[src/rtl/irqc_pkg.sv]
package irqc_pkg;
  localparam int NSRC  = 4;
  localparam int REG_W = 2 * NSRC + 1;

  localparam int SRC_SYSERR = 0;
  localparam int SRC_WAKE   = 1;
  localparam int SRC_DEFER  = 2;
  localparam int SRC_MAGIC  = 3;

  typedef struct packed {
    logic flag_soft;  // flag cleared by soft reset
    logic flag_stop;  // flag cleared by stop command
    logic en_soft;    // enable cleared by soft reset
    logic need_gie;   // interrupt gated by the global enable
  } dom_t;

  function automatic dom_t src_domain(input int i);
    dom_t d;
    case (i)
      SRC_SYSERR: d = '{flag_soft: 1'b1, flag_stop: 1'b0, en_soft: 1'b1, need_gie: 1'b1};
      SRC_MAGIC:  d = '{flag_soft: 1'b1, flag_stop: 1'b1, en_soft: 1'b1, need_gie: 1'b1};
      default:    d = '{flag_soft: 1'b0, flag_stop: 1'b0, en_soft: 1'b0, need_gie: 1'b0};
    endcase
    return d;
  endfunction

  function automatic logic [NSRC-1:0] gie_mask();
    logic [NSRC-1:0] m;
    for (int i = 0; i < NSRC; i++) m[i] = src_domain(i).need_gie;
    return m;
  endfunction

  // Interrupt request: bypass sources always count, gated ones only with gie.
  function automatic logic irq_request(input logic [NSRC-1:0] pend,
                                       input logic gie);
    return |(pend & ~gie_mask()) | (gie & |(pend & gie_mask()));
  endfunction
endpackage

[src/rtl/irqc_wdec.sv]
module irqc_wdec
  import irqc_pkg::*;
(
  input  logic             wr_en,
  input  logic [REG_W-1:0] wr_data,
  output logic [NSRC-1:0]  flag_w1c,
  output logic [NSRC-1:0]  en_stb,
  output logic [NSRC-1:0]  en_val
);
  for (genvar i = 0; i < NSRC; i++) begin : g_dec
    assign flag_w1c[i] = wr_en & wr_data[2*i];
    assign en_stb[i]   = wr_en;
    assign en_val[i]   = wr_data[2*i+1];
  end
endmodule

[src/rtl/irqc_src_cell.sv]
module irqc_src_cell #(
  parameter bit FLAG_SOFT = 1'b0,
  parameter bit FLAG_STOP = 1'b0,
  parameter bit EN_SOFT   = 1'b0
) (
  input  logic clk,
  input  logic hard_rst_n,
  input  logic soft_rst,
  input  logic stop_cmd,
  input  logic ev,
  input  logic w1c,
  input  logic en_stb,
  input  logic en_val,
  output logic flag,
  output logic en,
  output logic pend
);
  logic flag_kill;
  logic en_kill;

  assign flag_kill = (FLAG_SOFT && soft_rst) || (FLAG_STOP && stop_cmd);
  assign en_kill   = EN_SOFT && soft_rst;
  assign pend      = flag & en;

  always_ff @(posedge clk or negedge hard_rst_n) begin
    if (!hard_rst_n)    flag <= 1'b0;
    else if (flag_kill) flag <= 1'b0;
    else if (ev)        flag <= 1'b1;
    else if (w1c)       flag <= 1'b0;
  end

  always_ff @(posedge clk or negedge hard_rst_n) begin
    if (!hard_rst_n)  en <= 1'b0;
    else if (en_kill) en <= 1'b0;
    else if (en_stb)  en <= en_val;
  end


  ev_sets_flag_chk: assert property (@(posedge clk) disable iff (!hard_rst_n)
    (ev && !flag_kill) |=> flag);

  w1c_clears_chk: assert property (@(posedge clk) disable iff (!hard_rst_n)
    (w1c && !ev) |=> !flag);

  flag_hold_chk: assert property (@(posedge clk) disable iff (!hard_rst_n)
    (!w1c && !ev && !flag_kill) |=> (flag == $past(flag)));

  en_load_chk: assert property (@(posedge clk) disable iff (!hard_rst_n)
    (en_stb && !en_kill) |=> (en == $past(en_val)));

  if (FLAG_SOFT) begin : g_soft_flag

    soft_flag_clr_chk: assert property (@(posedge clk) disable iff (!hard_rst_n)
      soft_rst |=> !flag);
  end else begin : g_keep_flag

    soft_flag_keep_chk: assert property (@(posedge clk) disable iff (!hard_rst_n)
      (soft_rst && !ev && !w1c && !(FLAG_STOP && stop_cmd)) |=> (flag == $past(flag)));
  end

  if (FLAG_STOP) begin : g_stop_flag

    stop_flag_clr_chk: assert property (@(posedge clk) disable iff (!hard_rst_n)
      stop_cmd |=> !flag);
  end
endmodule

[src/rtl/irqc_gate.sv]
module irqc_gate
  import irqc_pkg::*;
(
  input  logic            clk,
  input  logic            hard_rst_n,
  input  logic [NSRC-1:0] flag,
  input  logic [NSRC-1:0] en,
  input  logic            gie,
  output logic            pend_any,
  output logic            irq_n
);
  logic [NSRC-1:0] pend;

  assign pend     = flag & en;
  assign pend_any = |pend;
  assign irq_n    = ~irq_request(pend, gie);


  wake_bypass_chk: assert property (@(posedge clk) disable iff (!hard_rst_n)
    (flag[SRC_WAKE] && en[SRC_WAKE]) |-> !irq_n);

  defer_bypass_chk: assert property (@(posedge clk) disable iff (!hard_rst_n)
    (flag[SRC_DEFER] && en[SRC_DEFER]) |-> !irq_n);

  gie_block_chk: assert property (@(posedge clk) disable iff (!hard_rst_n)
    (!gie && !(flag[SRC_WAKE] && en[SRC_WAKE]) && !(flag[SRC_DEFER] && en[SRC_DEFER]))
      |-> irq_n);

  idle_chk: assert property (@(posedge clk) disable iff (!hard_rst_n)
    !pend_any |-> irq_n);
endmodule

[src/rtl/irqc_top.sv]
module irqc_top
  import irqc_pkg::*;
(
  input  logic             clk,
  input  logic             hard_rst_n,
  input  logic             soft_rst,
  input  logic             stop_cmd,
  input  logic [NSRC-1:0]  ev_pulse,
  input  logic             global_ie,
  input  logic             wr_en,
  input  logic [REG_W-1:0] wr_data,
  output logic [REG_W-1:0] rd_data,
  output logic             irq_n
);
  logic [NSRC-1:0] flag_w1c, en_stb, en_val;
  logic [NSRC-1:0] flag, en, pend;
  logic            pend_any;

  irqc_wdec u_wdec (
    .wr_en    (wr_en),
    .wr_data  (wr_data),
    .flag_w1c (flag_w1c),
    .en_stb   (en_stb),
    .en_val   (en_val)
  );

  for (genvar i = 0; i < NSRC; i++) begin : g_src
    localparam dom_t D = src_domain(i);
    irqc_src_cell #(
      .FLAG_SOFT (D.flag_soft),
      .FLAG_STOP (D.flag_stop),
      .EN_SOFT   (D.en_soft)
    ) u_cell (
      .clk        (clk),
      .hard_rst_n (hard_rst_n),
      .soft_rst   (soft_rst),
      .stop_cmd   (stop_cmd),
      .ev         (ev_pulse[i]),
      .w1c        (flag_w1c[i]),
      .en_stb     (en_stb[i]),
      .en_val     (en_val[i]),
      .flag       (flag[i]),
      .en         (en[i]),
      .pend       (pend[i])
    );
    assign rd_data[2*i]   = flag[i];
    assign rd_data[2*i+1] = en[i];
  end

  irqc_gate u_gate (
    .clk        (clk),
    .hard_rst_n (hard_rst_n),
    .flag       (flag),
    .en         (en),
    .gie        (global_ie),
    .pend_any   (pend_any),
    .irq_n      (irq_n)
  );

  assign rd_data[REG_W-1] = pend_any;


  summary_chk: assert property (@(posedge clk) disable iff (!hard_rst_n)
    rd_data[REG_W-1] == (pend != '0));

  stop_en_keep_chk: assert property (@(posedge clk) disable iff (!hard_rst_n)
    (stop_cmd && !soft_rst && !wr_en) |=> (en == $past(en)));
endmodule

[config.mk]
export PLATFORM = sky130hd
export DESIGN_NAME = irqc_top
export DESIGN_NICKNAME = d
export VERILOG_FILES = /design/src/rtl/irqc_pkg.sv /design/src/rtl/irqc_wdec.sv /design/src/rtl/irqc_src_cell.sv /design/src/rtl/irqc_gate.sv /design/src/rtl/irqc_top.sv
export SDC_FILE = /design/constraint.sdc
export NUM_CORES = 1
export LEC_CHECK = 0
export CORE_MARGIN = 3
export CORE_UTILIZATION = 30
export DETAILED_ROUTE_END_ITERATION = 12
export GPL_TIMING_DRIVEN = 0
export PLACE_DENSITY_LB_ADDON = 0.12
export SETUP_SLACK_MARGIN = 0.5
export SLEW_MARGIN = 0
export SYNTH_ARGS = -nofsm -noshare
export SYNTH_HDL_FRONTEND = slang
export SYNTH_HIERARCHICAL = 1
export SYNTH_SLANG_ARGS = --single-unit
[constraint.sdc]
create_clock -name clk -period 2.5 [get_ports clk]
set_input_delay 0.25 -clock clk [delete_from_list [all_inputs] [get_ports clk]]
set_output_delay 0.25 -clock clk [all_outputs]
set_load 0.02 [all_outputs]
==> impl_metrics.json <==
{
  "h-tree-depth": 1,
  "rows": 13,
  "fmax_mhz": 535.0,
  "num-nets-final": 89,
  "final_hold_viol_count": 0,
  "critPathLaunchType": "flip-flop",
  "grt_pass1_vias": 346,
  "reg2reg_slack_ns": 1.71,
  "antenna_found_initial": 0,
  "r2r_start": "g_src[3].u_cell/flag",
  "final_util": 0.5330,
  "min_path_cells": 2,
  "tightest_slew_ns": 0.3710,
  "min_path_type": "in -> reg",
  "syn_area_per_cell_um2": 10.87,
  "post_cts_buffers": 0,
  "via_per_inst": 4.265,
  "p_int_mw": 0.2606,
  "fin_worst_skew_ns": 0,
  "area_delta_synth_final_pct": 59.45,
  "cts_resized": 0,
  "swShare": 0.2613,
  "grt_pass1_wl_um": 1518,
  "routabilityCongestion": 0.6190,
  "fp.coreArea_um2": 1366,
  "multi_input_area_um2": 173.9,
  "ff2ff_path_depth": 2,
  "post_drt_wl_per_cell_um": 11.40,
  "max_stage_delay_ns": 0.53,
  "final_max_slew_viol_count": 0,
  "cts-buffers-inserted": 3,
  "drtPass1Iterations": 1,
  "rr_endpoint": "g_src[3].u_cell/flag",
  "dp.cells": 80,
  "fp.dieW_um": 45.02,
  "vias": 354,
  "setup_ws_ns": 0.6308,
  "end_kind": "primary output",
  "path_clk_slew_ns": 0.05,
  "setup-violations-final": 0,
  "crit_slowest_cell": "clkdlybuf4s50_1",
  "num_io_pins": 29,
  "rsz0062_at_grt": "no",
  "drc": 0,
  "fin_cells": 83,
  "leakagePower_nw": 0.3309,
  "final_cell_area_um2": 728.2,
  "placed_area_um2": 705.7,
  "p_clk_frac": 0.277,
  "dp_slack_ns": 0.8165,
  "antennaDiodeCount": 0,
  "die_area_um2": 2026,
  "power_density_nw_per_um2": 484.5,
  "p_seq_frac": 0.418,
  "crit_arrival_ns": 1.62,
  "ctsLongestPathBuffers": 2,
  "clock_latency_ns": 0.25,
  "drv_cap": 0,
  "clockRootBuffer": "clkbuf_4",
  "timing.final.crit_period_ns": 1.869,
  "worstPathRequired_ns": 2.25,
  "hold_start": "wr_data[3]",
  "fin_crit_sh": 0.7477,
  "fin_tns_setup_ns": 0,
  "drtAntennaViolNets": 0,
  "die_h_um": 45.02,
  "drtIter0Drc": 0,
  "cts_tree": "built",
  "hold-path-endpoint": "g_src[1].u_cell/en",
  "seq_area_um2": 200.2,
  "ir_drop_mv": 0.1936,
  "overflow": 0,
  "path_cells": "a22oi_2, nand2_1, buf_4, clkdlybuf4s50_1",
  "io_buffers": 23,
  "initial_core_util": 0.3342,
  "numClockSinks": 8,
  "cts_hold_buf": 0,
  "crit_type": "reg -> out",
  "status": "completed",
  "maxSlewHeadroom": 0.7519,
  "crit_path_max_fanout": 3,
  "syn_area_um2": 456.7,
  "fill_cells": 155,
  "layout-drive-gt1-share": 0.2647,
  "cp-startpoint": "g_src[0].u_cell/flag",
  "grt_max_degree": 9,
  "power_frac_comb": 0.305,
  "synth_cells": 42,
  "switchingPower_mw": 0.09217,
  "ys.warnings.count": 6,
  "totalWireLength_um": 946,
  "grt_util_all_layers": 0.1104,
  "syn_nets": 61
}
-- layout make-up --
| cell class | count | area share |
|---|---|---|
| buffer | 9 | 0.09278 |
| clock buffer | 3 | 0.03093 |
| multi-input combinational | 21 | 0.2388 |
| inverter | 4 | 0.02062 |
| sequential | 8 | 0.2749 |
| timing repair buffer | 23 | 0.3162 |
| tap | 15 | 0.02577 |
-- layer usage --
metal | vias to the layer above | routed length (um) | track usage | part of all wire
li1 | 181 | - | - | -
met1 | 154 | 384 | 0.1266 | 0.41
met2 | 17 | 449 | 0.1667 | 0.47
met3 | 2 | 94 | 0.04781 | 0.099
met4 | 0 | 17 | 0.07018 | 0.018
met5 | - | 0 | 0 | 0
-- cell usage in the layout, fill, tap and decap left out, types with 2 or more instances in the layout --
cell type	instances
buf_4	9
and2_1	4
mux2i_1	2
nor2_1	3
a21o_1	2
clkdlybuf4s50_1	23
clkbuf_4	3
dfrtp_1	8
a22oi_2	2
inv_1	4
mux2_4	2
o21a_1	2
-- power groups by stage --
| stage | registers (mW) | logic (mW) | clock network [mW] |
|---|---|---|---|
| 2_1_floorplan | 0.160 | 0.0426 | 0 |
| 3_3_place_gp | 0.150 | 0.108 | 0 |
| 3_5_place_dp | 0.150 | 0.109 | 0 |
| 4_1_cts | 0.148 | 0.109 | 0.104 |
| 5_1_grt | 0.149 | 0.115 | 0.110 |
| 6_report | 0.147 | 0.108 | 0.0978 |
-- stage by stage --
step | total power [mW] | hold WS (ns)
floorplan | 0.2025 | -0.04559
CTS | 0.3609 | 0.2135
global placement | 0.2581 | 0.4821
finish | 0.3528 | 0.2241
detailed placement | 0.2590 | 0.4844
global route | 0.3747 | 0.2192
-- worst max path at each step --
stage                            end  slack, ns  depth (start not counted)
after floorplan                irq_n       1.34                          2
after global placement         irq_n       0.81                          4
after detailed placement       irq_n       0.82                          4
after CTS                 rd_data[8]       0.62                          4
after global routing           irq_n       0.57                          3
final                     rd_data[8]       0.63                          4
-- flip-flops by register name (all words and copies together), names as in the netlist --
name               flops
g_src.u_cell/flag      4
g_src.u_cell/en        4
-- critical path, delay by kind of cell, from the launching register on --
kind	cells	cell delay, ns
buffers and inverters	2	0.66
AOI/OAI and AO/OA	1	0.23
DFF	1	0.40
and+or+nand+nor	1	0.09
Note: power is estimated with default switching activity, not from simulation.
